$ cat config.mk
export PLATFORM = sky130hd
export DESIGN_NAME = dualres_sar_ctrl
export DESIGN_NICKNAME = d
export VERILOG_FILES = /design/src/rtl/sar_seq_pkg.sv /design/src/rtl/sar_phase_seq.sv /design/src/rtl/sar_approx_reg.sv /design/src/rtl/dualres_sar_ctrl.sv
export SDC_FILE = /design/constraint.sdc
export NUM_CORES = 1
export LEC_CHECK = 0
export BUFFER_PORTS_ARGS = -buffer_cell sky130_fd_sc_hd__buf_4
export CORE_ASPECT_RATIO = 1.4
export CORE_MARGIN = 5
export CORE_UTILIZATION = 45
export DETAILED_ROUTE_END_ITERATION = 8
export PLACE_DENSITY = 0.67
export SETUP_SLACK_MARGIN = 0.3
export SLEW_MARGIN = 5
export SYNTH_ARGS = -nofsm -noshare
export SYNTH_HDL_FRONTEND = slang
export SYNTH_SLANG_ARGS = --single-unit
$ cat constraint.sdc
create_clock -name clk -period 1.95 [get_ports clk]
set_clock_uncertainty 0.05 [all_clocks]
set_input_delay 0.585 -clock clk [delete_from_list [all_inputs] [get_ports clk]]
set_output_delay 0.585 -clock clk [all_outputs]
set_load 0.02 [all_outputs]
$ cat src/rtl/sar_seq_pkg.sv
`timescale 1ns/1ps
package sar_seq_pkg;
  typedef enum logic [2:0] {
    PH_IDLE,
    PH_PURGE,
    PH_AZERO,
    PH_SAMPLE,
    PH_BITS
  } phase_e;
endpackage

$ cat src/rtl/sar_phase_seq.sv
`timescale 1ns/1ps
module sar_phase_seq
  import sar_seq_pkg::*;
#(
  parameter int W         = 12,
  parameter int LO_BITS   = 8,
  parameter int PURGE_CYC = 1,
  parameter int AZ_HI     = 2,
  parameter int AZ_LO     = 1,
  parameter int SMP_CYC   = 2
) (
  input  logic   clk,
  input  logic   rst_n,
  input  logic   run_en,
  input  logic   start_i,
  input  logic   mode8_i,
  output phase_e phase_o,
  output logic   mode8_o,
  output logic   load_o,
  output logic   last_bit_o
);
  localparam int CW = $clog2(W + 1);

  phase_e        phase_q, phase_d;
  logic [CW-1:0] cnt_q, cnt_d;
  logic          mode8_q, mode8_d;
  logic [CW-1:0] phase_len;
  logic          phase_end;

  // length of the phase currently running
  always_comb begin
    case (phase_q)
      PH_PURGE:  phase_len = CW'(PURGE_CYC);
      PH_AZERO:  phase_len = mode8_q ? CW'(AZ_LO) : CW'(AZ_HI);
      PH_SAMPLE: phase_len = CW'(SMP_CYC);
      PH_BITS:   phase_len = mode8_q ? CW'(LO_BITS) : CW'(W);
      default:   phase_len = CW'(1);
    endcase
  end

  assign phase_end = (cnt_q == phase_len - CW'(1));

  always_comb begin
    phase_d = phase_q;
    cnt_d   = cnt_q;
    mode8_d = mode8_q;
    if (phase_q == PH_IDLE) begin
      if (start_i) begin
        phase_d = PH_PURGE;
        cnt_d   = '0;
        mode8_d = mode8_i;
      end
    end else if (phase_end) begin
      cnt_d = '0;
      case (phase_q)
        PH_PURGE:  phase_d = PH_AZERO;
        PH_AZERO:  phase_d = PH_SAMPLE;
        PH_SAMPLE: phase_d = PH_BITS;
        default:   phase_d = PH_IDLE;
      endcase
    end else begin
      cnt_d = cnt_q + CW'(1);
    end
  end

  always_ff @(posedge clk or negedge rst_n) begin
    if (!rst_n) begin
      phase_q <= PH_IDLE;
      cnt_q   <= '0;
      mode8_q <= 1'b0;
    end else if (run_en) begin
      phase_q <= phase_d;
      cnt_q   <= cnt_d;
      mode8_q <= mode8_d;
    end
  end

  assign phase_o    = phase_q;
  assign mode8_o    = mode8_q;
  assign load_o     = (phase_q == PH_SAMPLE) && phase_end;
  assign last_bit_o = (phase_q == PH_BITS) && phase_end;

  p_purge_to_az_r1: assert property (@(posedge clk) disable iff (!rst_n)
    (run_en && phase_q == PH_PURGE) |=> (phase_q == PH_AZERO));

  p_az_short_r3: assert property (@(posedge clk) disable iff (!rst_n)
    (run_en && phase_q == PH_AZERO && mode8_q) |=> (phase_q == PH_SAMPLE));

  p_busy_no_restart_r8: assert property (@(posedge clk) disable iff (!rst_n)
    (run_en && phase_q != PH_IDLE) |=> (phase_q != PH_PURGE));

  p_freeze_r9: assert property (@(posedge clk) disable iff (!rst_n)
    (!run_en) |=> ($stable(phase_q) && $stable(cnt_q)));
endmodule

$ cat src/rtl/sar_approx_reg.sv
`timescale 1ns/1ps
module sar_approx_reg #(
  parameter int W       = 12,
  parameter int LO_BITS = 8
) (
  input  logic         clk,
  input  logic         rst_n,
  input  logic         run_en,
  input  logic         load_i,
  input  logic         step_i,
  input  logic         last_i,
  input  logic         cmp_i,
  input  logic         mode8_i,
  output logic [W-1:0] dac_o,
  output logic [W-1:0] data_o,
  output logic         done_o
);
  localparam int PAD = W - LO_BITS;
  localparam logic [W-1:0] MSB_ONE = {1'b1, {(W-1){1'b0}}};

  logic [W-1:0] ptr_q, ptr_d;
  logic [W-1:0] res_q, res_d;
  logic [W-1:0] data_q, data_d;
  logic         done_q;
  logic [W-1:0] kept;

  assign kept = cmp_i ? (res_q | ptr_q) : res_q;

  always_comb begin
    ptr_d  = ptr_q;
    res_d  = res_q;
    data_d = data_q;
    if (load_i) begin
      ptr_d = MSB_ONE;
      res_d = '0;
    end else if (step_i) begin
      if (last_i) begin
        data_d = kept;
        ptr_d  = '0;
        res_d  = '0;
      end else begin
        res_d = kept;
        ptr_d = ptr_q >> 1;
      end
    end
  end

  always_ff @(posedge clk or negedge rst_n) begin
    if (!rst_n) begin
      ptr_q  <= '0;
      res_q  <= '0;
      data_q <= '0;
      done_q <= 1'b0;
    end else begin
      done_q <= run_en && step_i && last_i;
      if (run_en) begin
        ptr_q  <= ptr_d;
        res_q  <= res_d;
        data_q <= data_d;
      end
    end
  end

  assign dac_o  = res_q | ptr_q;
  assign data_o = data_q;
  assign done_o = done_q;

  p_ptr_onehot_r5: assert property (@(posedge clk) disable iff (!rst_n)
    $onehot0(ptr_q));

  p_msb_first_r5: assert property (@(posedge clk) disable iff (!rst_n)
    (run_en && load_i) |=> (ptr_q == MSB_ONE));

  p_done_pulse_r7: assert property (@(posedge clk) disable iff (!rst_n)
    done_q |=> !done_q);

  p_low_zero_r6: assert property (@(posedge clk) disable iff (!rst_n)
    (done_q && mode8_i) |-> (data_q[PAD-1:0] == '0));
endmodule

$ cat src/rtl/dualres_sar_ctrl.sv
`timescale 1ns/1ps
module dualres_sar_ctrl
  import sar_seq_pkg::*;
#(
  parameter int SUB_W     = 6,
  parameter int MAIN_W    = 6,
  parameter int LO_BITS   = 8,
  parameter int PURGE_CYC = 1,
  parameter int AZ_HI     = 2,
  parameter int AZ_LO     = 1,
  parameter int SMP_CYC   = 2
) (
  input  logic                    clk,
  input  logic                    rst_n,
  input  logic                    sleep_i,
  input  logic                    conv_req_i,
  input  logic                    mode8_i,
  input  logic                    cmp_above_i,
  output logic [MAIN_W-1:0]       dac_main_o,
  output logic [SUB_W-1:0]        dac_sub_o,
  output logic                    purge_o,
  output logic                    azero_o,
  output logic                    sample_o,
  output logic                    bit_cyc_o,
  output logic                    cmp_sleep_all_o,
  output logic                    cmp_sleep_fine_o,
  output logic [SUB_W+MAIN_W-1:0] data_o,
  output logic                    done_o
);
  localparam int W = SUB_W + MAIN_W;

  logic [1:0]   rst_sync_q;
  logic         rst_int_n;
  logic         run_en;
  phase_e       phase;
  logic         mode8_q;
  logic         load_ptr;
  logic         last_bit;
  logic [W-1:0] dac_code;

  // asynchronous assertion, synchronous release
  always_ff @(posedge clk or negedge rst_n) begin
    if (!rst_n) rst_sync_q <= 2'b00;
    else        rst_sync_q <= {rst_sync_q[0], 1'b1};
  end
  assign rst_int_n = rst_sync_q[1];

  assign run_en = !sleep_i;

  sar_phase_seq #(
    .W(W), .LO_BITS(LO_BITS), .PURGE_CYC(PURGE_CYC),
    .AZ_HI(AZ_HI), .AZ_LO(AZ_LO), .SMP_CYC(SMP_CYC)
  ) u_phase (
    .clk        (clk),
    .rst_n      (rst_int_n),
    .run_en     (run_en),
    .start_i    (conv_req_i),
    .mode8_i    (mode8_i),
    .phase_o    (phase),
    .mode8_o    (mode8_q),
    .load_o     (load_ptr),
    .last_bit_o (last_bit)
  );

  sar_approx_reg #(.W(W), .LO_BITS(LO_BITS)) u_sar (
    .clk     (clk),
    .rst_n   (rst_int_n),
    .run_en  (run_en),
    .load_i  (load_ptr),
    .step_i  (phase == PH_BITS),
    .last_i  (last_bit),
    .cmp_i   (cmp_above_i),
    .mode8_i (mode8_q),
    .dac_o   (dac_code),
    .data_o  (data_o),
    .done_o  (done_o)
  );

  assign dac_main_o = dac_code[W-1:SUB_W];
  assign dac_sub_o  = dac_code[SUB_W-1:0];

  assign purge_o   = (phase == PH_PURGE);
  assign azero_o   = (phase == PH_AZERO);
  assign sample_o  = (phase == PH_SAMPLE);
  assign bit_cyc_o = (phase == PH_BITS);

  always_comb begin
    cmp_sleep_all_o  = (phase == PH_IDLE) || sleep_i;
    cmp_sleep_fine_o = cmp_sleep_all_o || mode8_q;
  end

  p_strobe_onehot_r1: assert property (@(posedge clk) disable iff (!rst_int_n)
    $onehot0({purge_o, azero_o, sample_o, bit_cyc_o}));

  p_fine_covers_all_r10: assert property (@(posedge clk) disable iff (!rst_int_n)
    cmp_sleep_all_o |-> cmp_sleep_fine_o);

  p_dac_idle_zero_r4: assert property (@(posedge clk) disable iff (!rst_int_n)
    (!bit_cyc_o) |-> (dac_code == '0));
endmodule

==> metrics.yaml <==
critical_path:
  worstPathCellList: "nor2b_4 -> a21oi_4 -> inv_1 -> ha_2 -> xor2_1 -> or3_4 -> a21oi_4 -> buf_6 -> nand4_4 -> a32o_1"
  crit_top_cell: "a21oi_4"
  worstRegToRegCells: 10
  timing.rr.end: "u_sar.ptr_q[2]"
  crit_arrival_ps: 2510
  endpoint_kind: "flop"
  critical_path_buf_inv_count: 2
  critical_path_class: "reg -> reg"
  cpLargestDelayFamily: "simple AND/OR/NAND/NOR gates"
  critical_path.slowest_cell: "dfrtp_2"
  r2r_start: "u_phase.phase_o[1]"
  r2r_slack_ps: -420
  crit_path_max_incr_delay_ps: 440
  required_ps: 2090
  cp-start-kind: "flop"
  crit_fanout: 7
clock_network:
  clockRootBuffer: "clkbuf_8"
  htreeDepth: 2
  cts_tree: "done"
  numCtsBuffers: 5
  cts_buffer_depth: 2
  clk-insertion-delay-late_ps: 300
  cts.sinks: 47
  clk_pin_slew_ps: 90
grt:
  grt_max_degree: 25
  antenna_found_initial: 0
  grt_pass1_wl_um: 11400
  gr-total-overflow: 0
  grt_use_total: 0.213
  grt_pass1_vias: 2317
timing:
  setup_violations: 47
  rsz0062_at_grt: "true"
  setup_ws_ps: -423
  slew_violations: 0
  min_period_ps: 2370
  hold_violations: 0
  fin_crit_sh: 1.22
  relSlewSlack: 0.615
  fmax_mhz: 421
  tightest_slew_ps: 577
finish:
  num_antenna_cells: 0
  drive_gt1_frac: 0.516
  syn2layout_area_growth_pct: 55.2
  fin_cells: 403
  nNetsFinal: 344
placement:
  globalplace.congestion: 0.853
  place_inst: 349
  portBuffers: 36
  dpl_worst_slack_ps: -493
  hpwl_um: 4240
worst_hold_path:
  hold_class: "reg -> async"
die:
  core_um2: 5120
  initial_core_util: 0.459
  dieArea_um2: 6790
  fp.dieW_um: 71.1
  io_pins: 37
  fp-row-count: 31
  die_h_um: 95.5
logic_synthesis:
  synthTopCellsByArea: "dfrtp_1 (50%), a21oi_1 (6.0%), o31a_1 (4.8%)"
  yosysMostFrequentCell: "dfrtp_1"
  yosys.area.top_type: "dfrtp_1"
  netlist_area_um2: 2350
  synthFlopType: "dfrtp_1"
  netlist_top_cells_count: "dfrtp_1 (47), a21oi_1 (28), nand2_1 (23)"
  async_flop_share: 1.00
  synth_top_family_by_area: "compound AO/OA/AOI/OAI gates"
  synth_compound_area_frac: 0.233
  ys_seq_elements: 47
  synth_top_area_frac: 0.500
  ys_seq_area_frac: 0.500
  yosysWarnings: 0
  synth-edff-count: 0
  synthMuxAreaShare: 0.00479
  syn-num-nets: 244
  synth_fa_ha_area_frac: 0.0106
  yosysUniqueCellTypes: 41
  yosys.area_share.simple: 0.189
  synthCells: 236
  synthXorXnorAreaFrac: 0.0213
  syn_area_per_cell_um2: 9.96
pwr:
  power.density_nw_per_um2: 1060
  p_leak_nw: 1.73
  vdd_drop_max_uv: 1590
routing:
  num_vias: 2248
  wl_um: 6740
  ant_nets: 0
  drt_iter0_drc: 151
  dr.pass1.iters: 4
  avgRoutedWirePerCell_um: 16.7
  vias_per_cell: 5.58
  drc: 0
outcome:
  failed_checks: "negative setup slack"
  status: "finished, violations left"
run:
  maxCapViolCount: 0
## flip-flops by register name, summed over array words and instances (netlist names)
name             count
u_phase.phase_o      3
u_phase.mode8_o      1
u_sar.res_q         12
u_phase.cnt_q        4
u_sar.ptr_q         12
rst_sync_q           2
u_sar.data_o        12
u_sar.done_o         1
## repair_timing
action / 4_1_cts / 5_1_grt
hold buffers: 1 / 0
setup buffers: 29 / 14
gates cloned: 2 / 0
gates resized for setup: 47 / 11
setup endpoints to repair: 62 / 62
hold endpoints to repair: 2 / 0
pin swaps: 25 / 6
## worst max-delay path by stage
stage | startpoint | to | slack [ps] | cells after the start
floorplan | u_phase.phase_o[0] | u_sar.ptr_q[10] | -510 | 11
global placement | u_phase.phase_o[1] | u_sar.ptr_q[2] | -440 | 9
detailed placement | u_phase.phase_o[0] | u_sar.ptr_q[0] | -490 | 11
CTS | u_phase.phase_o[1] | u_sar.ptr_q[2] | -430 | 10
global route | u_phase.phase_o[0] | u_sar.ptr_q[1] | -520 | 10
finish | u_phase.phase_o[1] | u_sar.ptr_q[2] | -420 | 10
## stage by stage
| step | util | instance area [µm²] | hold slack [ps] | setup TNS, ps | power [mW] |
|---|---|---|---|---|---|
| after detailed placement | 0.587 | 3000 | 234 | -18440 | 2.98 |
| after CTS | 0.683 | 3500 | 236 | -16520 | 3.79 |
| final | 0.713 | 3650 | 217 | -16680 | 3.87 |
| after global placement | 0.587 | 3000 | 226 | -16820 | 2.95 |
| after global routing | 0.713 | 3650 | 259 | -21000 | 4.11 |
| after floorplan | - | 2500 | 239 | -20010 | 2.34 |
## area by class of cell
class                      count  area, µm²
clock buffer                   6       82.6
inverter                       6       30.0
tap                           66       82.6
timing repair buffer         108        958
sequential                    47       1180
clock inverter                 2       16.3
multi-input combinational    168       1300
fill                         396       1470
## report_power, final
group / leakage (nW) / internal [mW] / switching, mW
registers: 0.619 / 1.14 / 0.160
logic: 1.06 / 0.850 / 1.09
clock network: 0.0474 / 0.290 / 0.342
## cells by family after synthesis
logic type / Yosys count
xor gates and xnor gates: 4
DFF: 47
adders and majority gates: 2
buffers and inverters: 22
other: 1
AOI/OAI and AO/OA: 77
muxes: 1
and+or+nand+nor: 82
## worst register-to-register path, delay by kind of cell (launching register included)
family | cells | cell delay (ps)
xor+xnor | 1 | 150
flops | 1 | 440
compound gates | 3 | 610
fa+ha+maj | 1 | 160
buf+inv | 2 | 190
simple gates | 3 | 660
## per-layer routing
layer  up-vias  track usage  share of wire
li1       1076            -              -
met1      1110        0.248           0.39
met2        49        0.396           0.55
met3        13       0.0338          0.040
met4         0       0.0658          0.018
met5         -            0              0
## placed cells by master (no fill, tap or decap), types with 2 or more instances in the layout
cell type	instances
nor3_2	3
a31oi_1	12
a21oi_2	9
and3_1	12
buf_4	76
dfrtp_1	42
dfrtp_2	5
nand4_4	2
o21ai_0	2
o31a_1	13
a21oi_4	2
nand2_2	3
nor3_1	13
clkinv_4	2
buf_6	26
inv_1	2
nor2b_4	2
buf_12	4
nand3_1	4
a21oi_1	19
nand2_1	20
inv_2	2
a32o_1	11
o31ai_2	2
nor2_4	2
clkbuf_8	6
or2_4	12
No activity file was read; power rests on OpenSTA's default activity.
